## src/rtl/home_dir_ctrl.sv

```systemverilog
module home_dir_ctrl #(
  parameter int NSITE = 4,
  parameter int NBLK  = 16,
  parameter int DW    = 32,
  localparam int SW   = $clog2(NSITE),
  localparam int BW   = $clog2(NBLK)
) (
  input  logic          clk,
  input  logic          rst_n,
  input  logic          in_valid,
  output logic          in_ready,
  input  logic [3:0]    in_type,
  input  logic [SW-1:0] in_site,
  input  logic [BW-1:0] in_blk,
  input  logic [DW-1:0] in_data,
  output logic          out_valid,
  input  logic          out_ready,
  output logic [3:0]    out_type,
  output logic [SW-1:0] out_site,
  output logic [BW-1:0] out_blk,
  output logic [DW-1:0] out_data
);
  localparam int CW = $clog2(NSITE + 1);

  localparam logic [3:0] T_SHREQ    = 4'd1;
  localparam logic [3:0] T_EXREQ    = 4'd2;
  localparam logic [3:0] T_WBREP    = 4'd3;
  localparam logic [3:0] T_INVREP   = 4'd4;
  localparam logic [3:0] T_FLUSHREP = 4'd5;
  localparam logic [3:0] T_WBREQ    = 4'd8;
  localparam logic [3:0] T_INVREQ   = 4'd9;
  localparam logic [3:0] T_FLUSHREQ = 4'd10;
  localparam logic [3:0] T_SHREP    = 4'd11;
  localparam logic [3:0] T_EXREP    = 4'd12;

  typedef enum logic [1:0] {D_SHR, D_OWN, D_TINV, D_TWB} dst_t;

  dst_t             st      [NBLK];
  logic [NSITE-1:0] pres    [NBLK];
  logic [DW-1:0]    mem     [NBLK];
  logic [SW-1:0]    pend    [NBLK];
  logic             pend_ex [NBLK];
  logic [CW-1:0]    cnt     [NBLK];

  logic             stall_v;
  logic [3:0]       stall_type;
  logic [SW-1:0]    stall_site;
  logic [BW-1:0]    stall_blk;

  logic             inv_busy;
  logic [NSITE-1:0] inv_mask;
  logic [BW-1:0]    inv_blk;

  function automatic logic [SW-1:0] first_site(input logic [NSITE-1:0] m);
    logic [SW-1:0] r;
    r = '0;
    for (int i = NSITE - 1; i >= 0; i--)
      if (m[i]) r = SW'(i);
    return r;
  endfunction

  function automatic logic settling(input dst_t s);
    return (s == D_TINV) || (s == D_TWB);
  endfunction

  logic slot_free, stall_go, in_is_req, in_fire, out_fire, proc;
  assign slot_free = !out_valid || out_ready;
  assign stall_go  = stall_v && !inv_busy && slot_free && !settling(st[stall_blk]);
  assign in_is_req = (in_type == T_SHREQ) || (in_type == T_EXREQ);
  assign in_ready  = !inv_busy && slot_free && !stall_go && !(stall_v && in_is_req);
  assign in_fire   = in_valid && in_ready;
  assign out_fire  = out_valid && out_ready;
  assign proc      = stall_go || in_fire;

  logic [3:0]       m_type;
  logic [SW-1:0]    m_site;
  logic [BW-1:0]    m_blk;
  logic [DW-1:0]    m_data;
  dst_t             m_st;
  logic [NSITE-1:0] m_pres, m_bit, others, pend_bit, inv_left;
  logic [SW-1:0]    owner, inv_tgt;

  assign m_type   = stall_go ? stall_type : in_type;
  assign m_site   = stall_go ? stall_site : in_site;
  assign m_blk    = stall_go ? stall_blk  : in_blk;
  assign m_data   = stall_go ? '0 : in_data;
  assign m_st     = st[m_blk];
  assign m_pres   = pres[m_blk];
  assign m_bit    = NSITE'(1) << m_site;
  assign others   = m_pres & ~m_bit;
  assign pend_bit = NSITE'(1) << pend[m_blk];
  assign owner    = first_site(m_pres);
  assign inv_tgt  = first_site(inv_mask);
  assign inv_left = inv_mask & ~(NSITE'(1) << inv_tgt);

  logic          e_v;
  logic [3:0]    e_type;
  logic [SW-1:0] e_site;
  logic [DW-1:0] e_data;

  always_comb begin
    e_v = 1'b0; e_type = '0; e_site = '0; e_data = '0;
    if (inv_busy) begin
      if (slot_free) begin
        e_v = 1'b1; e_type = T_INVREQ; e_site = inv_tgt;
      end
    end else if (proc) begin
      case (m_type)
        T_SHREQ: if (!settling(m_st)) begin
          e_v = 1'b1;
          if (m_st == D_SHR) begin e_type = T_SHREP; e_site = m_site; e_data = mem[m_blk]; end
          else begin e_type = T_WBREQ; e_site = owner; end
        end
        T_EXREQ: if (!settling(m_st)) begin
          if (m_st == D_OWN) begin
            e_v = 1'b1; e_type = T_FLUSHREQ; e_site = owner;
          end else if (others == '0) begin
            e_v = 1'b1; e_type = T_EXREP; e_site = m_site; e_data = mem[m_blk];
          end
        end
        T_WBREP, T_FLUSHREP: if (m_st == D_TWB && m_pres[m_site]) begin
          e_v = 1'b1; e_site = pend[m_blk]; e_data = m_data;
          e_type = pend_ex[m_blk] ? T_EXREP : T_SHREP;
        end
        T_INVREP: if (m_st == D_TINV && m_pres[m_site] && cnt[m_blk] == CW'(1)) begin
          e_v = 1'b1; e_type = T_EXREP; e_site = pend[m_blk]; e_data = mem[m_blk];
        end
        default: ;
      endcase
    end
  end

  always_ff @(posedge clk) begin
    if (!rst_n) begin
      out_valid <= 1'b0;
      out_type  <= '0;
      out_site  <= '0;
      out_blk   <= '0;
      out_data  <= '0;
    end else if (e_v) begin
      out_valid <= 1'b1;
      out_type  <= e_type;
      out_site  <= e_site;
      out_blk   <= inv_busy ? inv_blk : m_blk;
      out_data  <= e_data;
    end else if (out_fire) begin
      out_valid <= 1'b0;
    end
  end

  always_ff @(posedge clk) begin
    if (!rst_n) begin
      for (int i = 0; i < NBLK; i++) begin
        st[i]      <= D_SHR;
        pres[i]    <= '0;
        mem[i]     <= '0;
        pend[i]    <= '0;
        pend_ex[i] <= 1'b0;
        cnt[i]     <= '0;
      end
      stall_v    <= 1'b0;
      stall_type <= '0;
      stall_site <= '0;
      stall_blk  <= '0;
      inv_busy   <= 1'b0;
      inv_mask   <= '0;
      inv_blk    <= '0;
    end else if (inv_busy) begin
      if (slot_free) begin
        inv_mask <= inv_left;
        if (inv_left == '0) inv_busy <= 1'b0;
      end
    end else if (proc) begin
      if (stall_go) stall_v <= 1'b0;
      case (m_type)
        T_SHREQ, T_EXREQ: begin
          if (settling(m_st)) begin
            stall_v    <= 1'b1;
            stall_type <= m_type;
            stall_site <= m_site;
            stall_blk  <= m_blk;
          end else if (m_type == T_SHREQ) begin
            if (m_st == D_SHR) pres[m_blk] <= m_pres | m_bit;
            else begin
              st[m_blk] <= D_TWB; pend[m_blk] <= m_site; pend_ex[m_blk] <= 1'b0;
            end
          end else if (m_st == D_OWN) begin
            st[m_blk] <= D_TWB; pend[m_blk] <= m_site; pend_ex[m_blk] <= 1'b1;
          end else if (others == '0) begin
            st[m_blk] <= D_OWN; pres[m_blk] <= m_bit;
          end else begin
            st[m_blk]   <= D_TINV;
            pres[m_blk] <= others;
            cnt[m_blk]  <= CW'($countones(others));
            pend[m_blk] <= m_site;
            inv_busy    <= 1'b1;
            inv_mask    <= others;
            inv_blk     <= m_blk;
          end
        end
        T_WBREP, T_FLUSHREP: begin
          if (m_st == D_TWB && m_pres[m_site]) begin
            mem[m_blk] <= m_data;
            if (pend_ex[m_blk]) begin
              st[m_blk] <= D_OWN; pres[m_blk] <= pend_bit;
            end else begin
              st[m_blk]   <= D_SHR;
              pres[m_blk] <= pend_bit | ((m_type == T_WBREP) ? m_bit : '0);
            end
          end else if (m_st == D_OWN && m_pres[m_site] && m_type == T_FLUSHREP) begin
            mem[m_blk]  <= m_data;
            st[m_blk]   <= D_SHR;
            pres[m_blk] <= '0;
          end
        end
        T_INVREP: begin
          if (m_st == D_TINV && m_pres[m_site]) begin
            cnt[m_blk] <= cnt[m_blk] - CW'(1);
            if (cnt[m_blk] == CW'(1)) begin
              st[m_blk] <= D_OWN; pres[m_blk] <= pend_bit;
            end else pres[m_blk] <= others;
          end else if (m_st == D_SHR) begin
            pres[m_blk] <= others;
          end
        end
        default: ;
      endcase
    end
  end

  assert_out_hold_R10: assert property (@(posedge clk) disable iff (!rst_n)
    out_valid && !out_ready |=> out_valid && $stable(out_type) && $stable(out_site)
                                 && $stable(out_blk) && $stable(out_data));

  assert_shrep_sharer_R2: assert property (@(posedge clk) disable iff (!rst_n)
    out_fire && out_type == T_SHREP |-> st[out_blk] == D_SHR && pres[out_blk][out_site]);

  assert_exrep_owner_R6: assert property (@(posedge clk) disable iff (!rst_n)
    out_fire && out_type == T_EXREP |-> st[out_blk] == D_OWN
                                        && pres[out_blk] == (NSITE'(1) << out_site));

  assert_inv_target_R4: assert property (@(posedge clk) disable iff (!rst_n)
    out_fire && out_type == T_INVREQ |-> st[out_blk] == D_TINV && pres[out_blk][out_site]);

  assert_ack_count_R4: assert property (@(posedge clk) disable iff (!rst_n)
    in_fire && in_type == T_INVREP && st[in_blk] == D_TINV && pres[in_blk][in_site]
      |-> cnt[in_blk] != '0);

  assert_stall_kept_R7: assert property (@(posedge clk) disable iff (!rst_n)
    stall_v && settling(st[stall_blk]) |=> stall_v);
endmodule

```

## config.mk

```make
export PLATFORM = sky130hd
export DESIGN_NAME = home_dir_ctrl
export DESIGN_NICKNAME = d
export VERILOG_FILES = /design/src/rtl/home_dir_ctrl.sv
export SDC_FILE = /design/constraint.sdc
export NUM_CORES = 1
export LEC_CHECK = 0
export ABC_AREA = 1
export BUFFER_PORTS_ARGS = -buffer_cell sky130_fd_sc_hd__buf_2
export CELL_PAD_IN_SITES_DETAIL_PLACEMENT = 1
export CELL_PAD_IN_SITES_GLOBAL_PLACEMENT = 1
export CORE_MARGIN = 4
export CORE_UTILIZATION = 45
export DETAILED_ROUTE_END_ITERATION = 6
export GPL_ROUTABILITY_DRIVEN = 0
export PLACE_DENSITY_LB_ADDON = 0.1
export SKIP_CTS_REPAIR_TIMING = 1
export SYNTH_ARGS = -nofsm -noshare
export SYNTH_HDL_FRONTEND = slang
export SYNTH_SLANG_ARGS = --single-unit
```

## constraint.sdc

```tcl
create_clock -name clk -period 6.1 [get_ports clk]
set_input_delay 0.915 -clock clk [delete_from_list [all_inputs] [get_ports clk]]
set_output_delay 0.915 -clock clk [all_outputs]
set_load 0.05 [all_outputs]
```

# Word-level counts from Yosys, hierarchy flattened
# Memories as Yosys holds them, arrays and structs flattened. A register that Yosys moved wholly into a read port is not among the register bits.
# Cells that the tools add are included.
[totals] ff_bits=63 mem_bits_rw=704 input_bits=46 output_inout_bits=44 word_cells=326 n_memories=6
[op_classes] addsub=4 n_lt_le_gt_ge=1 n_eq_ne=18 n_shift=3 mux=209 bitwise_logic=31 reduce_logical=42
[mem_list] memory="mem" words=16 width=32 rd=1 rd_ports_with_merged_regs=0 write_ports=16 line="40" source="logic [DW-1:0] mem [NBLK];"
[mem_list] memory="pres" words=16 width=4 rd=1 rd_ports_with_merged_regs=0 write_ports=16 line="39" source="logic [NSITE-1:0] pres [NBLK];"
[mem_list] memory="cnt" words=16 width=3 rd=1 rd_ports_with_merged_regs=0 write_ports=16 line="43" source="logic [CW-1:0] cnt [NBLK];"
[mem_list] memory="pend" words=16 width=2 rd=1 rd_ports_with_merged_regs=0 write_ports=16 line="41" source="logic [SW-1:0] pend [NBLK];"
[mem_list] memory="st" words=16 width=2 rd=2 rd_ports_with_merged_regs=1 write_ports=16 line="38" source="dst_t st [NBLK];"
[mem_list] memory="pend_ex" words=16 width=1 rd=1 rd_ports_with_merged_regs=0 write_ports=16 line="42" source="logic pend_ex [NBLK];"
[op_table] op="$mux 32" count=12
[op_table] op="$mux 4" count=38
[op_table] op="$pmux 32 s4" count=1
[op_table] op="$mux 1" count=120
[op_table] op="$mux 2" count=31
[op_table] op="$reduce_or 32->1" count=1
[op_table] op="$or 1x1->1" count=20
[op_table] op="$pmux 4 s4" count=1
[op_table] op="$logic_and 1x1->1" count=14
[op_table] op="$reduce_and 7->1" count=2
[op_table] op="$eq 4x2->1 const B" count=3
[op_table] op="$shl 1x2->4 const A" count=3
[op_table] op="$mux 3" count=3
[op_table] op="$and 4x4->4" count=2
[op_table] op="$eq 2x2->1 const B" count=4
[op_table] op="$eq 4x1->1 const B" count=2
[op_table] op="$eq 4x3->1 const B" count=2
[op_table] op="$logic_not 4->1" count=2
[op_table] op="$ne 2x2->1 const B" count=4
[op_table] op="$not 4->4" count=2
[op_table] op="$or 4x4->4" count=2
[op_table] op="$pmux 2 s4" count=1
[op_table] op="$reduce_or 2->1" count=4
[op_table] op="$reduce_bool 2->1" count=3
[op_table] op="18 further kinds" count=31

# Depth between registers and ports, before layout
[logic_depth] depth_word=28 depth_mapped=34 depth_no_buf=30

# Worst setup path after synthesis
# OpenSTA, ideal clock, no wires.
[synth_timing] kind="input port to flip-flop" startpoint="in out_ready" endpoint="mem pres[15][0], enable pin" t_arrival_ps=4332 path_slack_ps=1460 cell_stages=24 path_buffers=6 cell_sequence="nor2_1 > nor2_1 > nand3_1 > buf_6 > o21ai_4 > inv_2 > buf_4 > nor2_1 > buf_2 > buf_4 > buf_2 > a22oi_1 > a21oi_1 > nor4_1 > ha_1 > inv_1 > nor3_1 > nand4_1 > inv_2 > nor3b_4 > nand2_2 > buf_8 > nand2_4 > nand2_1"
[synth_lines] item="start: declaration" line="17" source="input logic out_ready,"
[synth_lines] item="end: declaration" line="39"

==> impl_metrics.tcl <==
set metrics [dict create \
    synth_cells 3344 \
    synth_top_family_by_area "simple AND/OR/NAND/NOR gates" \
    dp.cells 4296 \
    setup_tns_ns 0 \
    wirelength_um 120000 \
    final_common_cell "nor2_1" \
    grt_use_total_pct 29.5 \
    die_h_um 283 \
    grt_pass1_wl_um 179000 \
    arrival_ns 5.82 \
    num_rows 100 \
    power_leakage_nw 15.3 \
    tightest_slew_ns 1.19 \
    yosysWarningCount 0 \
    syn_area_um2 34000 \
    synth-xor-area-share_pct 0.0515 \
    holdWs_ns 0.444 \
    worstHoldEndpoint "stall_type[2]" \
    detailedPlace.worstSlack_ns 0.307 \
    yosysTopAreaCell "edfxtp_1" \
    drc 0 \
    grt-ovfl-total 0 \
    coreArea_um2 74700 \
    fillers 8148 \
    portBuffers 89 \
    ios 90 \
    synth-main-ff-cell "edfxtp_1" \
    slew_violations 0 \
    hp-start "stall_type[2]" \
    first_pass_iters 5 \
    r2r_cells 26 \
    yosys.area_share.simple_pct 19.2 \
    relSlewSlack_pct 20.0 \
    synth-async-reset-ratio_pct 0 \
    htreeDepth 3 \
    crit_type "reg -> reg" \
    drtIter0Drc 2572 \
    clk_pin_slew_ns 0.06 \
    total_power_mw 12.2 \
    ys_seq_area_share_pct 65.6 \
    final_util_pct 51.8 \
    synth_cell_types 49 \
    antenna_left 0 \
    area_growth_pct 13.6 \
    synth_nets 3396 \
    cts_tree "done" \
    multi_input_area_um2 10300 \
    clockRootBuffer "clkbuf_16" \
    clockBufferDepth 3 \
    hpwl_um 73200 \
    reg2reg_slack_ns 0.61 \
    die_width_um 283 \
    start_kind "flop" \
    fmax_mhz 182 \
    seq_area_um2 22300 \
    hold_path_depth 2 \
    design_area_um2 38700 \
    synth-edff-count 688 \
    final.period_utilization_pct 90.1 \
    hold_viol 0 \
    die_area_um2 80100 \
    powerDensity_nw_per_um2 315 \
    synthMuxAreaShare_pct 0.0294 \
    end_kind "flop" \
    layout_common_cells "785 x nor2_1, 688 x edfxtp_1, 672 x nand2_1, 248 x o22ai_1, 179 x o21ai_0" \
    drive_above_1_share_pct 12.3 \
    setup_viol 0 \
    yosysTopAreaCellShare_pct 60.7 \
    clock_sinks 771 \
    nets 3467 \
    status "finished, final reports clean" \
    fin_worst_skew_ns 0.0288 \
    antenna_found_initial 2 \
    path_max_fanout 16 \
    synthTopCellsByArea "edfxtp_1 61%, nor2_1 8.7%, nand2_1 7.6%" \
    synth_seq_cells 771 \
    first_global_vias 28007 \
    synth-compound-area-share_pct 10.5 \
    via_per_inst 6.02 \
    dpl_cell_area_um2 35900 \
    min_path_type "reg -> reg" \
    avgSynthCellArea_um2 10.2 \
    rsz0062_at_grt "no" \
    dr_total_vias 26828 \
    start_util_pct 45.6 \
    layout.cells.non_filler 4454 \
    crit_required_ns 6.42 \
    clk_latency_ns 0.65 \
    irDropWorstVdd_uv 222 \
    synthAdderAreaFrac_pct 0.243 \
    wire_per_inst_um 27.0 \
    grt_max_degree 129 \
    drv_cap 0 \
    layout_min_cycle_time_ns 5.49 \
    r2r_end "pres[0][0]" \
    fin_ws_ns 0.606 \
    numCtsBuffers 86 \
]
[how the worst max path moves through the flow]
| stage | to | start | cells past startpoint | slack, ns |
|---|---|---|---|---|
| 6_report | pres[0][0] | flop | 26 | 0.61 |
| 5_1_grt | pres[2][1] | flop | 26 | 0.18 |
| 3_3_place_gp | pres[0][3] | out_ready | 23 | 0.49 |
| 4_1_cts | pres[0][1] | flop | 26 | 0.56 |
| 3_5_place_dp | pres[0][3] | out_ready | 23 | 0.31 |
| 2_1_floorplan | pres[15][0] | out_ready | 24 | 1.46 |
[worst max-delay path, cell delays in order (launching register included)]
cell and delay [ns]:
dfxtp_1 0.55, inv_4 0.11, nand2_1 0.08, nand2_1 0.06, nand2_1 0.06, nand3_1 0.06
nand3_1 0.18, nand3_4 0.22, buf_4 0.27, nand2_1 0.09, o21ai_2 0.13, buf_4 0.18
nor2_4 0.38, nand2_1 0.11, nand2_1 0.11, nor2_1 0.12, nor2_1 0.16, inv_1 0.12
ha_1 0.20, nand3_1 0.16, inv_1 0.08, nand3_1 0.10, nor3b_4 0.57, nand2_2 0.50
buf_4 0.33, nand2_4 0.08, nand2_1 0.13
[routing by layer]
layer / vias to the layer above / global-route usage [%] / part of all wire (%) / wire, um
met4: 2 / 12.0 / 4.4 / 5310
met1: 13771 / 37.2 / 40 / 47600
li1: 11737 / - / - / -
met3: 285 / 4.82 / 7.0 / 8380
met2: 1033 / 50.7 / 49 / 59100
met5: - / 0 / 0.011 / 13
[layout make-up]
cell class | instances | share of cell area [%]
clock inverter | 42 | 1.14
antenna | 1 | 0.00647
timing repair buffer | 217 | 4.16
inverter | 117 | 1.16
sequential | 771 | 57.7
multi-input combinational | 2222 | 26.6
tap | 969 | 3.13
clock buffer | 115 | 6.09
[where the power goes]
part | leakage (nW) | internal (mW) | switching (mW)
registers | 7.79 | 5.89 | 0.0566
logic | 6.14 | 0.261 | 0.789
clock network | 1.37 | 3.02 | 2.18
total | 15.3 | 9.17 | 3.02
[logic make-up (layout without fill, tap and decap cells)]
| family | Yosys count | in the layout |
|---|---|---|
| DFF | 771 | 771 |
| AOI/OAI and AO/OA | 583 | 583 |
| xor gates and xnor gates | 2 | 2 |
| muxes | 1 | 1 |
| adders and majority gates | 6 | 6 |
| other | 0 | 1 |
| and+or+nand+nor | 1630 | 1630 |
| buffers and inverters | 351 | 491 |
[state kept, by name, summed over array words and instances (netlist names), 16 cells and up, named ones only]
| name | count |
|---|---|
| cnt | 48 |
| mem | 512 |
| out_data | 32 |
| pend | 32 |
| pend_ex | 16 |
| pres | 64 |
| st | 32 |
[Yosys cell counts, drive strengths merged, types with 2 or more instances]
library cell / number
nand2: 717
edfxtp: 688
nor3: 6
nor2: 800
a31oi: 4
a211oi: 2
nand4: 20
and3: 9
clkinv: 3
o2111a: 22
ha: 5
o211ai: 17
clkbuf: 126
a22oi: 32
inv: 114
o22ai: 248
dfxtp: 83
o21ai: 197
a21oi: 59
buf: 108
nand3: 74
Power figures use the tool's default switching activity.
